===== config.mk =====
export PLATFORM = sky130hd
export DESIGN_NAME = ualign_load
export DESIGN_NICKNAME = d
export VERILOG_FILES = /design/src/rtl/ualign_load.sv
export SDC_FILE = /design/constraint.sdc
export NUM_CORES = 1
export LEC_CHECK = 0
export BUFFER_PORTS_ARGS = -buffer_cell sky130_fd_sc_hd__buf_2
export CELL_PAD_IN_SITES_DETAIL_PLACEMENT = 1
export CELL_PAD_IN_SITES_GLOBAL_PLACEMENT = 2
export CORE_ASPECT_RATIO = 2
export CORE_MARGIN = 10
export CORE_UTILIZATION = 36
export DETAILED_ROUTE_END_ITERATION = 8
export GPL_ROUTABILITY_DRIVEN = 1
export PLACE_DENSITY_LB_ADDON = 0.12
export RECOVER_POWER = 100
export SLEW_MARGIN = 20
export SYNTH_ARGS = -nofsm -noshare
export SYNTH_HDL_FRONTEND = slang
export SYNTH_SLANG_ARGS = --single-unit

===== constraint.sdc =====
create_clock -name clk -period 5.7 [get_ports clk]
set_input_delay 0.855 -clock clk [delete_from_list [all_inputs] [get_ports clk]]
set_output_delay 0.855 -clock clk [all_outputs]
set_load 0.005 [all_outputs]

===== src/rtl/ualign_load.sv =====
module ualign_load #(
  parameter int ADDR_W     = 32,
  parameter int LANE_BYTES = 16
) (
  input  logic                    clk,
  input  logic                    rst_n,
  input  logic                    req_valid,
  output logic                    req_ready,
  input  logic [ADDR_W-1:0]       req_addr,
  output logic                    mem_rd_en,
  output logic [ADDR_W-1:0]       mem_rd_addr,
  input  logic [LANE_BYTES*8-1:0] mem_rd_data,
  output logic                    rsp_valid,
  output logic [LANE_BYTES*8-1:0] rsp_data
);
  localparam int LANE_W = LANE_BYTES * 8;
  localparam int OFF_W  = $clog2(LANE_BYTES);

  typedef enum logic [1:0] {S_IDLE, S_READ_LO, S_READ_HI, S_RESPOND} state_t;

  state_t              state_q;
  logic [ADDR_W-1:0]   addr_q;
  logic [LANE_W-1:0]   lo_q;
  logic [ADDR_W-1:0]   base;
  logic [OFF_W-1:0]    offset;
  logic                aligned;
  logic [2*LANE_W-1:0] window;

  assign offset  = addr_q[OFF_W-1:0];
  assign aligned = (offset == '0);
  assign base    = {addr_q[ADDR_W-1:OFF_W], {OFF_W{1'b0}}};

  assign req_ready   = (state_q == S_IDLE);
  assign rsp_valid   = (state_q == S_RESPOND);
  assign mem_rd_en   = (state_q == S_READ_LO) || (state_q == S_READ_HI);
  assign mem_rd_addr = (state_q == S_READ_HI) ? base + ADDR_W'(LANE_BYTES) : base;

  assign window = {mem_rd_data, aligned ? mem_rd_data : lo_q};

  always_comb begin
    for (int b = 0; b < LANE_BYTES; b++) begin
      rsp_data[b*8 +: 8] = window[(int'(offset) + b)*8 +: 8];
    end
  end

  always_ff @(posedge clk) begin
    if (!rst_n) begin
      state_q <= S_IDLE;
      addr_q  <= '0;
      lo_q    <= '0;
    end else begin
      case (state_q)
        S_IDLE: if (req_valid) begin
          addr_q  <= req_addr;
          state_q <= S_READ_LO;
        end
        S_READ_LO: state_q <= aligned ? S_RESPOND : S_READ_HI;
        S_READ_HI: begin
          lo_q    <= mem_rd_data;
          state_q <= S_RESPOND;
        end
        default: state_q <= S_IDLE;
      endcase
    end
  end

  p_rd_aligned_r4: assert property (@(posedge clk) disable iff (!rst_n)
    mem_rd_en |-> (mem_rd_addr[OFF_W-1:0] == '0));

  p_hi_after_lo_r2: assert property (@(posedge clk) disable iff (!rst_n)
    (mem_rd_en && $past(mem_rd_en)) |-> (mem_rd_addr == $past(mem_rd_addr) + ADDR_W'(LANE_BYTES)));

  p_aligned_one_read_r1: assert property (@(posedge clk) disable iff (!rst_n)
    (req_valid && req_ready && req_addr[OFF_W-1:0] == '0) |=>
      (mem_rd_en && mem_rd_addr == $past(req_addr)) ##1 (!mem_rd_en && rsp_valid));

  p_unaligned_two_reads_r2: assert property (@(posedge clk) disable iff (!rst_n)
    (req_valid && req_ready && req_addr[OFF_W-1:0] != '0) |=>
      mem_rd_en ##1 mem_rd_en ##1 (!mem_rd_en && rsp_valid));

  p_busy_after_accept_r6: assert property (@(posedge clk) disable iff (!rst_n)
    (req_valid && req_ready) |=> !req_ready);

  p_rsp_pulse_r7: assert property (@(posedge clk) disable iff (!rst_n)
    rsp_valid |=> (!rsp_valid && req_ready));

  p_idle_quiet_r8: assert property (@(posedge clk) disable iff (!rst_n)
    req_ready |-> (!rsp_valid && !mem_rd_en));
endmodule


# Word level (Yosys, flattened, before mapping)
# Index checks and enable logic that the tools add are counted.
# totals
regBits	162
latchBits	0
ram_bits	0
romBits	0
inputBits	163
output_inout_bits	163
elab_cells	48
memories	0
# classes
addsub	16
n_mul	0
n_div	0
order_cmp	0
eq_ne	4
shifts	16
mux	5
bitwise	0
n_reduce_logical	4
# ops
operator	count
256-bit by 9-bit variable part select with 8-bit output	15
256-bit by 8-bit variable part select with 8-bit output	1
128-bit 2-to-1 mux	1
4-bit by 4-bit adder with 5-bit output, second input constant	8
32-bit by 5-bit adder with 32-bit output, second input constant	1
32-bit 2-to-1 mux	1
4-bit by 3-bit adder with 5-bit output, second input constant	4
4-bit by 2-bit adder with 5-bit output, second input constant	2
2-bit case mux with 3 select lines	1
4-bit by 1-bit adder with 5-bit output, second input constant	1
2-bit equality test, second input constant	2
4-bit zero test	1
2-bit by 1-bit equality test with 1-bit output, second input constant	1
2-bit zero test	1
2-bit 2-to-1 mux	1
2-bit inequality test, second input constant	1
2-bit AND reduction	1
1-bit logical OR	1
1-bit 2-to-1 mux	1

# Logic depth before layout (Yosys ltp)
# logic_depth
depth_word	3
ltp_mapped	10
ltp_nobuf	7

# Least setup slack after synthesis
# Ideal clock, no wire load.
# synth_timing
kind	in2out
from	input mem_rd_data[119]
to	output rsp_data[15]
arrival_time_ps	2098
t_required_ps	4845
slack_ps	2747
path_stages	5
path_buffers	0
path_cell_list	or4b_2 > a31oi_4 > o21ai_0 > a22o_1 > nor2_1
# synth_via
elab_chain_cells	2
# synth_lines
item	line_no	rtl
start: declaration	12	input logic [LANE_BYTES*8-1:0] mem_rd_data,
128-bit 2-to-1 mux	38	assign window = {mem_rd_data, aligned ? mem_rd_data : lo_q};
256-bit by 9-bit variable part select with 8-bit output *	42	rsp_data[b*8 +: 8] = window[(int'(offset) + b)*8 +: 8];
end: declaration	14	output logic [LANE_BYTES*8-1:0] rsp_data
# Mark *: on every way between the ends. The rest lies on a longest branch, timed or not.

# Worst setup path in the final report
# layout_timing
from	register addr_q[1]
to	output rsp_data[46]
# layout_via
elab_chain_cells	3
elab_cells_between_ends	4
cone_classes	1 x add/sub; 1 x shift; 1 x mux; 1 x reduce/logical
# layout_lines
item	line_no	rtl
start: declaration	22	logic [ADDR_W-1:0] addr_q;
start signal: assignment	54	addr_q <= req_addr;
branches (longest 2 deep; another with 4-bit by 3-bit adder with 5-bit output)	-	
256-bit by 9-bit variable part select with 8-bit output *	42	
# Every way passes the cells marked *.

==> qor.csv <==
stage;metric;value;unit
timing;clock skew;0.01018;ns
detailed_routing;Remaining DRCs;0;
synthesis;area leader, netlist;dfxtp_1;
timing;fmax;196.0;MHz
layout;most frequent cells in the layout;mux2i_1, nand2_1, buf_2;
floorplan;die width;174.7;um
global_route;largest net degree at the start of global routing;96;
clocking;Post CTS Setup Buffer Count;0;
detailed_routing;wire per inst;29.32;um
place;Placed Area;18930;um^2
timing;Worst slew margin;-1.718;
synthesis;Synth Instances;2100;
timing;# setup viols final;0;
setup_path;CP Launch Type;flop;
layout;final instance area;19300;um^2
floorplan;initial core utilization;0.3627;
setup_path;critical path class;reg -> out;
synthesis;asr flop ratio synth;0;
synthesis;#FFs+latches synth;154;
floorplan;# rows;113;
place;gp weighted congestion;0.9428;
clocking;clk buf depth;2;
timing;setup TNS;0;ns
clocking;clock slew at reported path FFs;0.07;ns
clocking;CTS tree;built;
floorplan;die area;57540;um^2
synthesis;Syn. warnings;0;
synthesis;Yosys top cell area share;0.1789;
place;DP Worst Slack;1.612;ns
timing;Slew @ Worst Pin;4.078;ns
layout;# nets final;2441;
floorplan;Die Y;329.4;um
layout;share of post-route cells with drive strength above 1;0.1925;
detailed_routing;Vias;18350;
synthesis;Unique masters post-synth;77;
global_route;first-pass GRT wire length;128500;um
timing;RSZ-0062 raised after global routing;no;
setup_path;endpoint class of the critical path;output port;
floorplan;core footprint;47510;um^2
setup_path;CP max FO;82;
synthesis;Synth area leaders;dfxtp_1, mux2i_1, mux4_2;
clocking;clk_lat worst skew;0.47;ns
power;PwrDens;441.1;nW/um^2
power;leakage;0.006846;uW
synthesis;EDFF count, synth;0;
timing;Final WS setup;0.5970;ns
clocking;post-CTS resize count;0;
clocking;Max H-tree Level;4;
place;hpwl dp;62980;um
global_route;Total GRT Usage;0.2888;
layout;Area Overhead vs Synth;12.00;%
clocking;root buf cell;clkbuf_16;
place;I/O Buffers;321;
power;Max VDD drop;0.2538;mV
detailed_routing;Antenna Nets Post-Route;0;
global_route;vias in the first global route;19540;
setup_path;Data required, critical path;4.85;ns
setup_path;Arr. time, crit path;4.25;ns
detailed_routing;via-per-instance ratio;6.285;
timing;Hold Fails Final Rpt;0;
timing;fin. max-slew vios;236;
layout;Core Util, Final;0.4062;
status;failing checks;capacitance limit, slew limit;
timing;fin crit share;0.8953;
clocking;Hold Buf Count CTS;0;
status;outcome;complete, but fails checks;
timing;Tmin final;5.103;ns
synthesis;Mean Syn Cell Area;8.204;um^2
floorplan;IO Pins;326;
detailed_routing;DRT Pass-1 Iters;5;
detailed_routing;Iter 0 DRT Violations;1438;
flow_run;MaxCap Viol Count;5;
synthesis;mapped cell area;17230;um^2
clocking;Clock Sinks;154;
detailed_routing;routed wire length;85590;um
hold_path;Hold WC Path Type;reg -> reg;
clocking;CTS buffer count;17;
synthesis;main flop type after synthesis;dfxtp_1;
global_route;antenna violations before repair;5;
global_route;grt total ovfl;0;
layout;commonest non-fill, non-tap cell in the layout;mux2i_1;
synthesis;Seq/Total Area, Yosys;0.1789;
timing;Hold WS;0.4982;ns
==> critical path, cell delays in order, from the launching register on <==
cell	delay, ns
dfxtp_4	0.94
clkbuf_4	1.07
mux2i_1	0.59
o32ai_1	0.16
a311oi_1	0.51
o221ai_1	0.27
clkbuf_1	0.19
==> where the power goes <==
group / switching [uW] / internal, uW
registers: 379 / 1310
clock network: 548 / 693
logic: 3380 / 2200
==> path summary, 6_finish.rpt <==
check	startpoint	to	slack [ns]	cells after the start
max	addr_q[1]	rsp_data[46]	0.60	6
min	addr_q[28]	addr_q[28]	0.50	2
max reg2reg	state_q[0]	lo_q[112]	1.04	5
min reg2reg	addr_q[28]	addr_q[28]	0.50	2
==> cells by family after synthesis <==
kind of cell	count (synthesis)	synth area share
AOI/OAI and AO/OA	529	0.2103
xor gates and xnor gates	27	0.01373
and+or+nand+nor	707	0.1979
adders and majority gates	5	0.003631
muxes	451	0.3264
DFF	154	0.1789
buffers and inverters	226	0.06885
other	1	0.0002177
==> final cells by class <==
type                       instances  area [um^2]
tap                              632        790.8
clock inverter                    13        170.2
timing repair buffer             366         1770
clock buffer                      19        432.9
multi-input combinational       1723        12990
inverter                          11        45.04
fill                            5908        28210
antenna                            1        2.502
sequential                       154         3098
==> per-layer routing <==
| layer | GRT usage | wire length [um] |
|---|---|---|
| met5 | 0 | 15 |
| met4 | 0.1656 | 5168 |
| met3 | 0.05882 | 5229 |
| met2 | 0.4974 | 42320 |
| met1 | 0.3247 | 32860 |
==> per-stage QoR <==
stage	std cells	power, uW
after floorplan	2103	5130
after global placement	2886	7202
after detailed placement	2886	7275
after CTS	2918	8543
after global routing	2918	9058
final	2919	8511
==> registers in the layout, summed over array words and instances, names as in the netlist <==
name	cells
lo_q	120
state_q	2
addr_q	32
==> cells in the mapped netlist, drive strengths merged, types with 30 or more instances <==
master	count
a211oi	33
a21oi	97
buf	142
nand2	236
a221oi	33
a21boi	33
a31oi	30
mux4	81
o21ai	114
nor2b	149
dfxtp	154
nor3	46
mux2	77
clkbuf	73
nor2	151
mux2i	293
Power figures use the tool's default switching activity.
